File: src/rtl/dsss_pkg.sv
package dsss_pkg;

  localparam int NIB_W = 4;
  localparam int CW_W  = 7;

  typedef enum logic {
    TX_IDLE = 1'b0,
    TX_SEND = 1'b1
  } tx_state_e;

  // Hamming(7,4): {d3, d2, d1, p2, d0, p1, p0}
  function automatic logic [CW_W-1:0] ham74_encode(input logic [NIB_W-1:0] d);
    logic p0, p1, p2;
    p0 = d[0] ^ d[1] ^ d[3];
    p1 = d[0] ^ d[2] ^ d[3];
    p2 = d[1] ^ d[2] ^ d[3];
    return {d[3], d[2], d[1], p2, d[0], p1, p0};
  endfunction

endpackage

File: src/rtl/dsss_pn_gen.sv
module dsss_pn_gen #(
  parameter int          PN_W    = 5,
  parameter logic [PN_W-1:0] PN_SEED = 5'b00001,
  parameter logic [PN_W-1:0] PN_TAPS = 5'b01001
) (
  input  logic            clk,
  input  logic            rst_n,
  input  logic            hold_seed,
  output logic            pn_chip,
  output logic [PN_W-1:0] pn_state
);

  logic [PN_W-1:0] state_q;
  logic            feedback;

  assign feedback = ^(state_q & PN_TAPS);

  always_ff @(posedge clk) begin
    if (!rst_n || hold_seed) begin
      state_q <= PN_SEED;
    end else begin
      state_q <= {feedback, state_q[PN_W-1:1]};
    end
  end

  assign pn_chip  = state_q[0];
  assign pn_state = state_q;

endmodule

File: src/rtl/dsss_ham_bank.sv
module dsss_ham_bank
  import dsss_pkg::*;
#(
  parameter int BYTE_W = 8,
  localparam int NIBBLES = BYTE_W / NIB_W,
  localparam int OUT_W   = NIBBLES * CW_W
) (
  input  logic [BYTE_W-1:0] byte_in,
  output logic [OUT_W-1:0]  cw_out
);

  // Higher nibble lands in the higher codeword slot, so it is sent first.
  for (genvar g = 0; g < NIBBLES; g++) begin : g_nib
    assign cw_out[g*CW_W +: CW_W] = ham74_encode(byte_in[g*NIB_W +: NIB_W]);
  end

endmodule

File: src/rtl/dsss_frame_seq.sv
module dsss_frame_seq
  import dsss_pkg::*;
#(
  parameter int FRAME_BITS = 19,
  parameter int CHIPS_PER_BIT = 31,
  localparam int BIT_W  = $clog2(FRAME_BITS),
  localparam int CHIP_W = $clog2(CHIPS_PER_BIT)
) (
  input  logic                  clk,
  input  logic                  rst_n,
  input  logic                  in_valid,
  input  logic [FRAME_BITS-1:0] frame_load,
  output logic                  in_ready,
  output logic                  busy,
  output logic                  cur_bit,
  output logic [CHIP_W-1:0]     chip_pos
);

  tx_state_e             state_q;
  logic [FRAME_BITS-1:0] shreg_q;
  logic [BIT_W-1:0]      bit_pos_q;
  logic [CHIP_W-1:0]     chip_pos_q;
  logic                  last_chip;
  logic                  last_bit;
  logic                  frame_end;

  assign busy      = (state_q == TX_SEND);
  assign last_chip = (chip_pos_q == CHIP_W'(CHIPS_PER_BIT - 1));
  assign last_bit  = (bit_pos_q == BIT_W'(FRAME_BITS - 1));
  assign frame_end = busy && last_chip && last_bit;
  assign in_ready  = in_valid && (!busy || frame_end);

  always_ff @(posedge clk) begin
    if (!rst_n) begin
      state_q    <= TX_IDLE;
      shreg_q    <= '0;
      bit_pos_q  <= '0;
      chip_pos_q <= '0;
    end else if (in_ready) begin
      state_q    <= TX_SEND;
      shreg_q    <= frame_load;
      bit_pos_q  <= '0;
      chip_pos_q <= '0;
    end else if (frame_end) begin
      state_q    <= TX_IDLE;
      bit_pos_q  <= '0;
      chip_pos_q <= '0;
    end else if (busy) begin
      if (last_chip) begin
        chip_pos_q <= '0;
        bit_pos_q  <= bit_pos_q + 1'b1;
        shreg_q    <= {shreg_q[FRAME_BITS-2:0], 1'b0};
      end else begin
        chip_pos_q <= chip_pos_q + 1'b1;
      end
    end
  end

  assign cur_bit  = shreg_q[FRAME_BITS-1];
  assign chip_pos = chip_pos_q;

endmodule

File: src/rtl/dsss_spread_quant.sv
module dsss_spread_quant #(
  parameter int OUT_W  = 8,
  parameter int LVL_HI = 63,
  parameter int LVL_LO = -64
) (
  input  logic                    clk,
  input  logic                    rst_n,
  input  logic                    active,
  input  logic                    data_bit,
  input  logic                    pn_chip,
  output logic signed [OUT_W-1:0] level
);

  localparam logic signed [OUT_W-1:0] HI = OUT_W'(LVL_HI);
  localparam logic signed [OUT_W-1:0] LO = OUT_W'(LVL_LO);

  logic spread_q;

  always_ff @(posedge clk) begin
    if (!rst_n) begin
      spread_q <= 1'b0;
      level    <= LO;
    end else begin
      spread_q <= active & (data_bit ^ pn_chip);
      level    <= spread_q ? HI : LO;
    end
  end

endmodule

File: src/rtl/dsss_tx.sv
module dsss_tx
  import dsss_pkg::*;
#(
  parameter int BYTE_W  = 8,
  parameter int HDR_LEN = 5,
  parameter logic [HDR_LEN-1:0] HDR_PAT = 5'b11110,
  parameter int PN_W    = 5,
  parameter logic [PN_W-1:0] PN_SEED = 5'b00001,
  parameter logic [PN_W-1:0] PN_TAPS = 5'b01001,
  parameter int OUT_W   = 8,
  parameter int LVL_HI  = 63,
  parameter int LVL_LO  = -64
) (
  input  logic                    clk,
  input  logic                    rst_n,
  input  logic [BYTE_W-1:0]       in_data,
  input  logic                    in_valid,
  output logic                    in_ready,
  output logic signed [OUT_W-1:0] chip_out
);

  localparam int NIBBLES    = BYTE_W / NIB_W;
  localparam int CW_BITS    = NIBBLES * CW_W;
  localparam int FRAME_BITS = HDR_LEN + CW_BITS;
  localparam int PN_LEN     = (1 << PN_W) - 1;
  localparam int CHIP_W     = $clog2(PN_LEN);

  logic [CW_BITS-1:0]  cw_bits;
  logic                busy;
  logic                cur_bit;
  logic [CHIP_W-1:0]   chip_pos;
  logic                pn_chip;
  logic [PN_W-1:0]     pn_state;

  dsss_ham_bank #(.BYTE_W(BYTE_W)) u_ham (
    .byte_in (in_data),
    .cw_out  (cw_bits)
  );

  dsss_frame_seq #(
    .FRAME_BITS    (FRAME_BITS),
    .CHIPS_PER_BIT (PN_LEN)
  ) u_seq (
    .clk        (clk),
    .rst_n      (rst_n),
    .in_valid   (in_valid),
    .frame_load ({HDR_PAT, cw_bits}),
    .in_ready   (in_ready),
    .busy       (busy),
    .cur_bit    (cur_bit),
    .chip_pos   (chip_pos)
  );

  dsss_pn_gen #(
    .PN_W    (PN_W),
    .PN_SEED (PN_SEED),
    .PN_TAPS (PN_TAPS)
  ) u_pn (
    .clk       (clk),
    .rst_n     (rst_n),
    .hold_seed (!busy),
    .pn_chip   (pn_chip),
    .pn_state  (pn_state)
  );

  dsss_spread_quant #(
    .OUT_W  (OUT_W),
    .LVL_HI (LVL_HI),
    .LVL_LO (LVL_LO)
  ) u_sq (
    .clk      (clk),
    .rst_n    (rst_n),
    .active   (busy),
    .data_bit (cur_bit),
    .pn_chip  (pn_chip),
    .level    (chip_out)
  );

endmodule

File: config.mk
export PLATFORM = sky130hd
export DESIGN_NAME = dsss_tx
export DESIGN_NICKNAME = d
export VERILOG_FILES = /design/src/rtl/dsss_pkg.sv /design/src/rtl/dsss_pn_gen.sv /design/src/rtl/dsss_ham_bank.sv /design/src/rtl/dsss_frame_seq.sv /design/src/rtl/dsss_spread_quant.sv /design/src/rtl/dsss_tx.sv
export SDC_FILE = /design/constraint.sdc
export NUM_CORES = 1
export LEC_CHECK = 0
export BUFFER_PORTS_ARGS = -buffer_cell sky130_fd_sc_hd__buf_4
export CORE_UTILIZATION = 51
export CTS_BUF_LIST = sky130_fd_sc_hd__clkbuf_8
export DETAILED_ROUTE_END_ITERATION = 6
export GPL_TIMING_DRIVEN = 0
export PLACE_DENSITY_LB_ADDON = 0.3
export SLEW_MARGIN = 10
export SYNTH_ARGS = -nofsm -noshare
export SYNTH_HDL_FRONTEND = slang
export SYNTH_SLANG_ARGS = --single-unit
export TNS_END_PERCENT = 5
File: constraint.sdc
create_clock -name clk -period 2.1 [get_ports clk]
set_input_delay 0.105 -clock clk [delete_from_list [all_inputs] [get_ports clk]]
set_output_delay 0.105 -clock clk [all_outputs]
set_load 0.1 [all_outputs]
Word-level counts from Yosys, hierarchy flattened
Cells that the tools add are included.
W data, S select, Z words.
- add/sub/neg operators: 2
- multipliers: 0
- divide/modulo/power cells: 0
- order comparisons: 0
- equality and inequality tests: 3
- shifts and indexed selects: 0
- muxes and demuxes: 8
- bitwise logic cells: 16
- reduce and logical (&&, ||, !) cells: 16
- operators by type and width (kind ; number):
    $mux W19 ; 4
    $xor A1 B1 Y1 ; 13
    $add A5 B1 Y5 const B ; 2
    $eq A5 B5 Y1 const B ; 2
    $mux W8 ; 1
    $reduce_and A3 Y1 ; 2
    $reduce_bool A2 Y1 ; 3
    $mux W5 ; 1
    $reduce_xor A5 Y1 ; 1
    $logic_and A1 B1 Y1 ; 3
    $reduce_or A3 Y1 ; 1
    $logic_not A1 Y1 ; 2
    $logic_or A1 B1 Y1 ; 2
    $mux W1 ; 2
    $ne A2 B2 Y1 const B ; 1
    $not A1 Y1 ; 2
    $reduce_and A2 Y1 ; 1
    $reduce_or A2 Y1 ; 1
    $and A1 B1 Y1 ; 1
- bits in registers: 44
- bits in latches: 0
- bits in writable memories: 0
- ROM bits: 0
- input port bits: 11
- output and inout bits: 9
- word-level logic and storage cells: 53
- memories: 0

Longest topological paths before layout
- depth in word-level cells: 7
- depth in mapped cells: 8

By module
From an unflattened synthesis, not the netlist that was laid out.
- cells, all modules: 213
- area total of the unflattened synthesis: 1945.6 µm²
- by module, submodules not included (module ; times used ; cells an instance ; area each (µm²) ; sequential area each (µm²)):
    dsss_frame_seq ; 1 ; 170 ; 1438.9 ; 600.6
    dsss_ham_bank ; 1 ; 14 ; 202.7 ; 0.0
    dsss_pn_gen ; 1 ; 13 ; 162.7 ; 100.1
    dsss_spread_quant ; 1 ; 13 ; 130.1 ; 60.1
    dsss_tx ; 1 ; 3 ; 11.3 ; 0.0

Least setup slack after synthesis
OpenSTA, ideal clock, no wires.
- kind: register to register
- start: reg u_seq.bit_pos_q[0]
- end: reg u_seq.shreg_q[10]
- library setup time: 0.177 ns
- arrival: 1.897 ns
- data required time: 1.923 ns
- path slack: 0.026 ns
- stages on the path, launching flop included: 8
- buffers on the path: 0
- clock period less this slack: 2.074 ns
- cell sequence: dfxtp_1 > inv_1 > ha_1 > nand4bb_4 > o21ai_4 > nand2_2 > inv_1 > a221oi_1
- cells in the longest elaborated chain, start to end: 6
- ends and longest elaborated chain (element ; line ; RTL):
    from (decl) ; dsss_frame_seq.sv:21 ; logic [BIT_W-1:0] bit_pos_q;
    from (signal assigned) ; dsss_frame_seq.sv:51 ; bit_pos_q <= bit_pos_q + 1'b1;
    $eq A5 B5 Y1 (*) ; dsss_frame_seq.sv:29 ; assign last_bit = (bit_pos_q == BIT_W'(FRAME_BITS - 1));
    $logic_and A1 B1 Y1 (*) ; dsss_frame_seq.sv:30 ; assign frame_end = busy && last_chip && last_bit;
    $logic_or A1 B1 Y1 (*) ; dsss_frame_seq.sv:31 ; assign in_ready = in_valid && (!busy || frame_end);
    $logic_and A1 B1 Y1 (*) ; dsss_frame_seq.sv:31 ;
    net in_ready ; dsss_tx.sv:18 ; output logic in_ready,
    $ne A2 B2 Y1 (no source line) / $reduce_bool A2 Y1 (equally long branches) ; -- ;
    $reduce_and A3 Y1 (no source line) ; -- ;
    to (signal assigned) ; dsss_frame_seq.sv:41 ; shreg_q <= frame_load;
    to (signal assigned) ; dsss_frame_seq.sv:52 ; shreg_q <= {shreg_q[FRAME_BITS-2:0], 1'b0};
    to (decl) ; dsss_frame_seq.sv:20 ; logic [FRAME_BITS-1:0] shreg_q;
The timed path passes the listed nets; every way through them passes the cells marked *.
A chain may end at the register's enable or synchronous reset.

Worst setup path in the final report
- start: reg u_seq.chip_pos_q[0], in the netlist u_seq.chip_pos[0]
- end: out in_ready
- cells in the longest elaborated chain, start to end: 5
- ends and longest elaborated chain (element ; line ; RTL):
    from (decl) ; dsss_frame_seq.sv:22 ; logic [CHIP_W-1:0] chip_pos_q;
    from (signal assigned) ; dsss_frame_seq.sv:54 ; chip_pos_q <= chip_pos_q + 1'b1;
    $eq A5 B5 Y1 ; dsss_frame_seq.sv:28 ; assign last_chip = (chip_pos_q == CHIP_W'(CHIPS_PER_BIT - 1));
    $logic_and A1 B1 Y1 (2 in series) ; dsss_frame_seq.sv:30 ;
    $logic_or A1 B1 Y1 ; dsss_frame_seq.sv:31 ;
    $logic_and A1 B1 Y1 ; dsss_frame_seq.sv:31 ;
    to (decl) ; dsss_tx.sv:18 ;
Every way passes these cells.

==> summary.md <==
| Metric | Value |
|---|---|
| Outcome | finished clean |
| # clock sinks | 38 |
| Input/output buffers | 19 |
| Starting Density | 0.537 |
| R2r startpoint | u_seq.chip_pos[0]$_SDFFE_PP0P_ |
| Worst hold path class | input port to flop |
| Asr flop ratio synth | 0 |
| Routed wire per std cell | 13.4 µm |
| RR Endpoint | u_seq.shreg_q[11]$_SDFFE_PN0P_ |
| Hold Fails Final Rpt | 0 |
| Setup TNS Final | 0 ns |
| Min-Delay Startpoint | in_valid |
| Data required, critical path | 2.00 ns |
| Share of layout cells above drive strength 1 | 0.272 |
| Max clock buf depth | 2 |
| Final Critical Period | 1.93 ns |
| Worst Max-Slew Pin Slew | 0.409 ns |
| Worst reg-to-reg setup slack | 0.37 ns |
| Commonest non-fill, non-tap cell in the layout | dfxtp_1 |
| Post-synth top flop | dfxtp_1 |
| Power Density | 734 nW/µm² |
| Total design power | 0.00154 W |
| DRC viols | 0 |
| Crit path capture | in_ready |
| # Max-Cap Violations | 0 |
| Largest net degree at the start of global routing | 13 |
| First-pass GRT wire length | 5310 µm |
| CP Launch Type | flop |
| Crit path DAT | 1.83 ns |
| Worst-Skew Late Latency | around 0.28 ns |
| Lkg Pwr | 0.829 nW |
| CTS clk-pin slew, worst paths | about 0.070 ns |
| Register area share after synthesis | 0.425 |
| Dpl hpwl | 2550 µm |
| Row cnt | 21 |
| Die Area | 3750 µm² |
| Cells after Synth | 175 |
| # diodes | 0 |
| Total grt overflow | 0 |
| Clock skew | 0.00676 ns |
| Period utilization | 0.921 |
| CP max FO | 5 |
| Setup violations, final | 0 |
| CTS tree | yes |
| Syn_nets | 190 |
| Initial antenna violation count | 0 |
| Die height | 61.3 µm |
| IO Count | 20 |
| CP startpoint | u_seq.chip_pos[0]$_SDFFE_PP0P_ |
| Fmax | ~520 MHz |
| P&R area growth vs syn | 16.9% |
| Final Max Slew Viols | 0 |
| Area of the mapped netlist | 1790 µm² |
| Initial detailed-routing violation count | 53 |
| Post-synth EDFFs | 0 |
| Peak supply drop | 0.000365 V |
| Final wirelength | between 3000 and 4000 µm |
| Mean Syn Cell Area | 10.2 µm² |
| Max layer used | met4 |
| R2r worst-path depth | 7 |
| Cts bufs inserted | 5 |
| Die span in x | 61.3 µm |
| Total Routing Usage GR | 0.194 |
| Fin util | 0.627 |
| Vias per cell | 5.34 |
| Root buffer cell | clkbuf_8 |
| Seq cells post-synth | 38 |
| Met2 Wirelength | 1590 µm |
| Min Hold Slack | 0.107 ns |
| DR pass1 iterations | 5 |
| CP Capture Type | output pin |
| Via count | around 1.3k |
| Slew HR | 0.727 |
| Vias in the first global route | 1183 |
| Commonest cells after routing, fill and taps aside | 38 x dfxtp_1, 24 x buf_4, 17 x nor2_1 |
| Met3 routed WL | roughly 130 µm |
| Final net count | 216 |
| RD Place Congestion | 0.747 |
| Cell variety after synth | 45 |
| Setup CP Type | flop to output pin |
| Ys Warns | 0 |
| Post CTS Setup Buffer Count | 0 |
| Detail Route Antenna Nets | 0 |
| M1 WL | 1570 µm |
| Core area | about 3300 µm² |
| RSZ-0062 raised after global routing | no |
| H-tree depth | 2 |
logic make-up after synthesis:
| group | after synthesis | share of synthesized area |
|---|---|---|
| xor+xnor | 15 | 0.0734 |
| compound gates | 44 | 0.214 |
| fa+ha+maj | 4 | 0.0280 |
| mux | 3 | 0.0175 |
| simple gates | 49 | 0.160 |
| buf+inv | 22 | 0.0825 |
| flops | 38 | 0.425 |
registers in the layout, indices dropped and copies added, names as in the netlist:
name	cells
u_seq.shreg_q	19
u_pn.pn_state	5
u_seq.bit_pos_q	5
u_seq.chip_pos	5
u_sq.level	2
u_seq.busy	1
u_sq.spread_q	1
cell type report:
type | instances | area [µm²]
fillers | 284 | 1240
plain buffers | 14 | 118
clock buffers | 6 | 82.6
repair buffers | 19 | 150
flip-flops and latches | 38 | 761
well taps | 46 | 57.6
clock inverters | 2 | 12.5
multi-input cells | 115 | 882
inverters | 8 | 30.0
through the flow:
| stage | std cells | setup slack (ns) | cell area (µm²) |
|---|---|---|---|
| finish | 248 | 0.166 | 2090 |
| global route | 248 | 0.0671 | 2090 |
| CTS | 248 | 0.0226 | 2090 |
| detailed placement | 240 | 0.342 | 1990 |
| global placement | 240 | 0.364 | 1990 |
| floorplan | 175 | 0.0260 | 1790 |
power by group:
part           total, W  internal (W)  switching (W)
sequential     0.000785      0.000761      0.0000240
combinational  0.000240      0.000103       0.000137
clock          0.000511      0.000264       0.000247
synth_stat cells, types with 2 or more instances:
cell type / instances / area share
a21oi_1: 3 / 0.0084
xnor2_1: 11 / 0.054
nand3_1: 3 / 0.0084
nand2_1: 8 / 0.017
o21a_1: 12 / 0.050
and3_1: 4 / 0.014
ha_1: 4 / 0.028
a31oi_1: 2 / 0.0070
buf_4: 6 / 0.025
buf_6: 5 / 0.031
o221a_2: 2 / 0.013
nor3_1: 3 / 0.0084
o221a_1: 13 / 0.082
inv_1: 8 / 0.017
xor2_1: 4 / 0.020
mux2i_1: 2 / 0.011
nor4_1: 2 / 0.0070
nor2_1: 17 / 0.036
o21ai_0: 3 / 0.0084
dfxtp_1: 38 / 0.42
what timing repair did:
action | CTS | global route
gates resized for setup | 0 | 3
hold buffers | 0 | 0
setup endpoints to repair | 0 | 1
hold endpoints to repair | 0 | 0
worst min path at each step:
stage	cells after the start	slack, ns	to
2_1_floorplan	2	0.23	u_seq.busy$_SDFFE_PN0P_
3_3_place_gp	3	0.39	u_seq.busy$_SDFFE_PN0P_
3_5_place_dp	3	0.40	u_seq.busy$_SDFFE_PN0P_
4_1_cts	3	0.10	u_seq.busy$_SDFFE_PN0P_
5_1_grt	2	0.11	u_seq.shreg_q[5]$_SDFFE_PN0P_
6_report	3	0.11	u_seq.busy$_SDFFE_PN0P_
worst max-delay path, cell delays in order (launching register included):
cell     delay, ns
dfxtp_1       0.33
inv_1         0.10
ha_1          0.22
nand4_1       0.22
o21ai_4       0.23
nand2_2       0.11
inv_2         0.13
buf_8         0.21
layer usage:
layer | track usage | up-vias
met2 | 0.312 | 24
met3 | 0.0504 | 6
met4 | 0.0584 | 0
met5 | 0 | -
li1 | - | 675
met1 | 0.256 | 620
(Power assumes the default switching activity.)
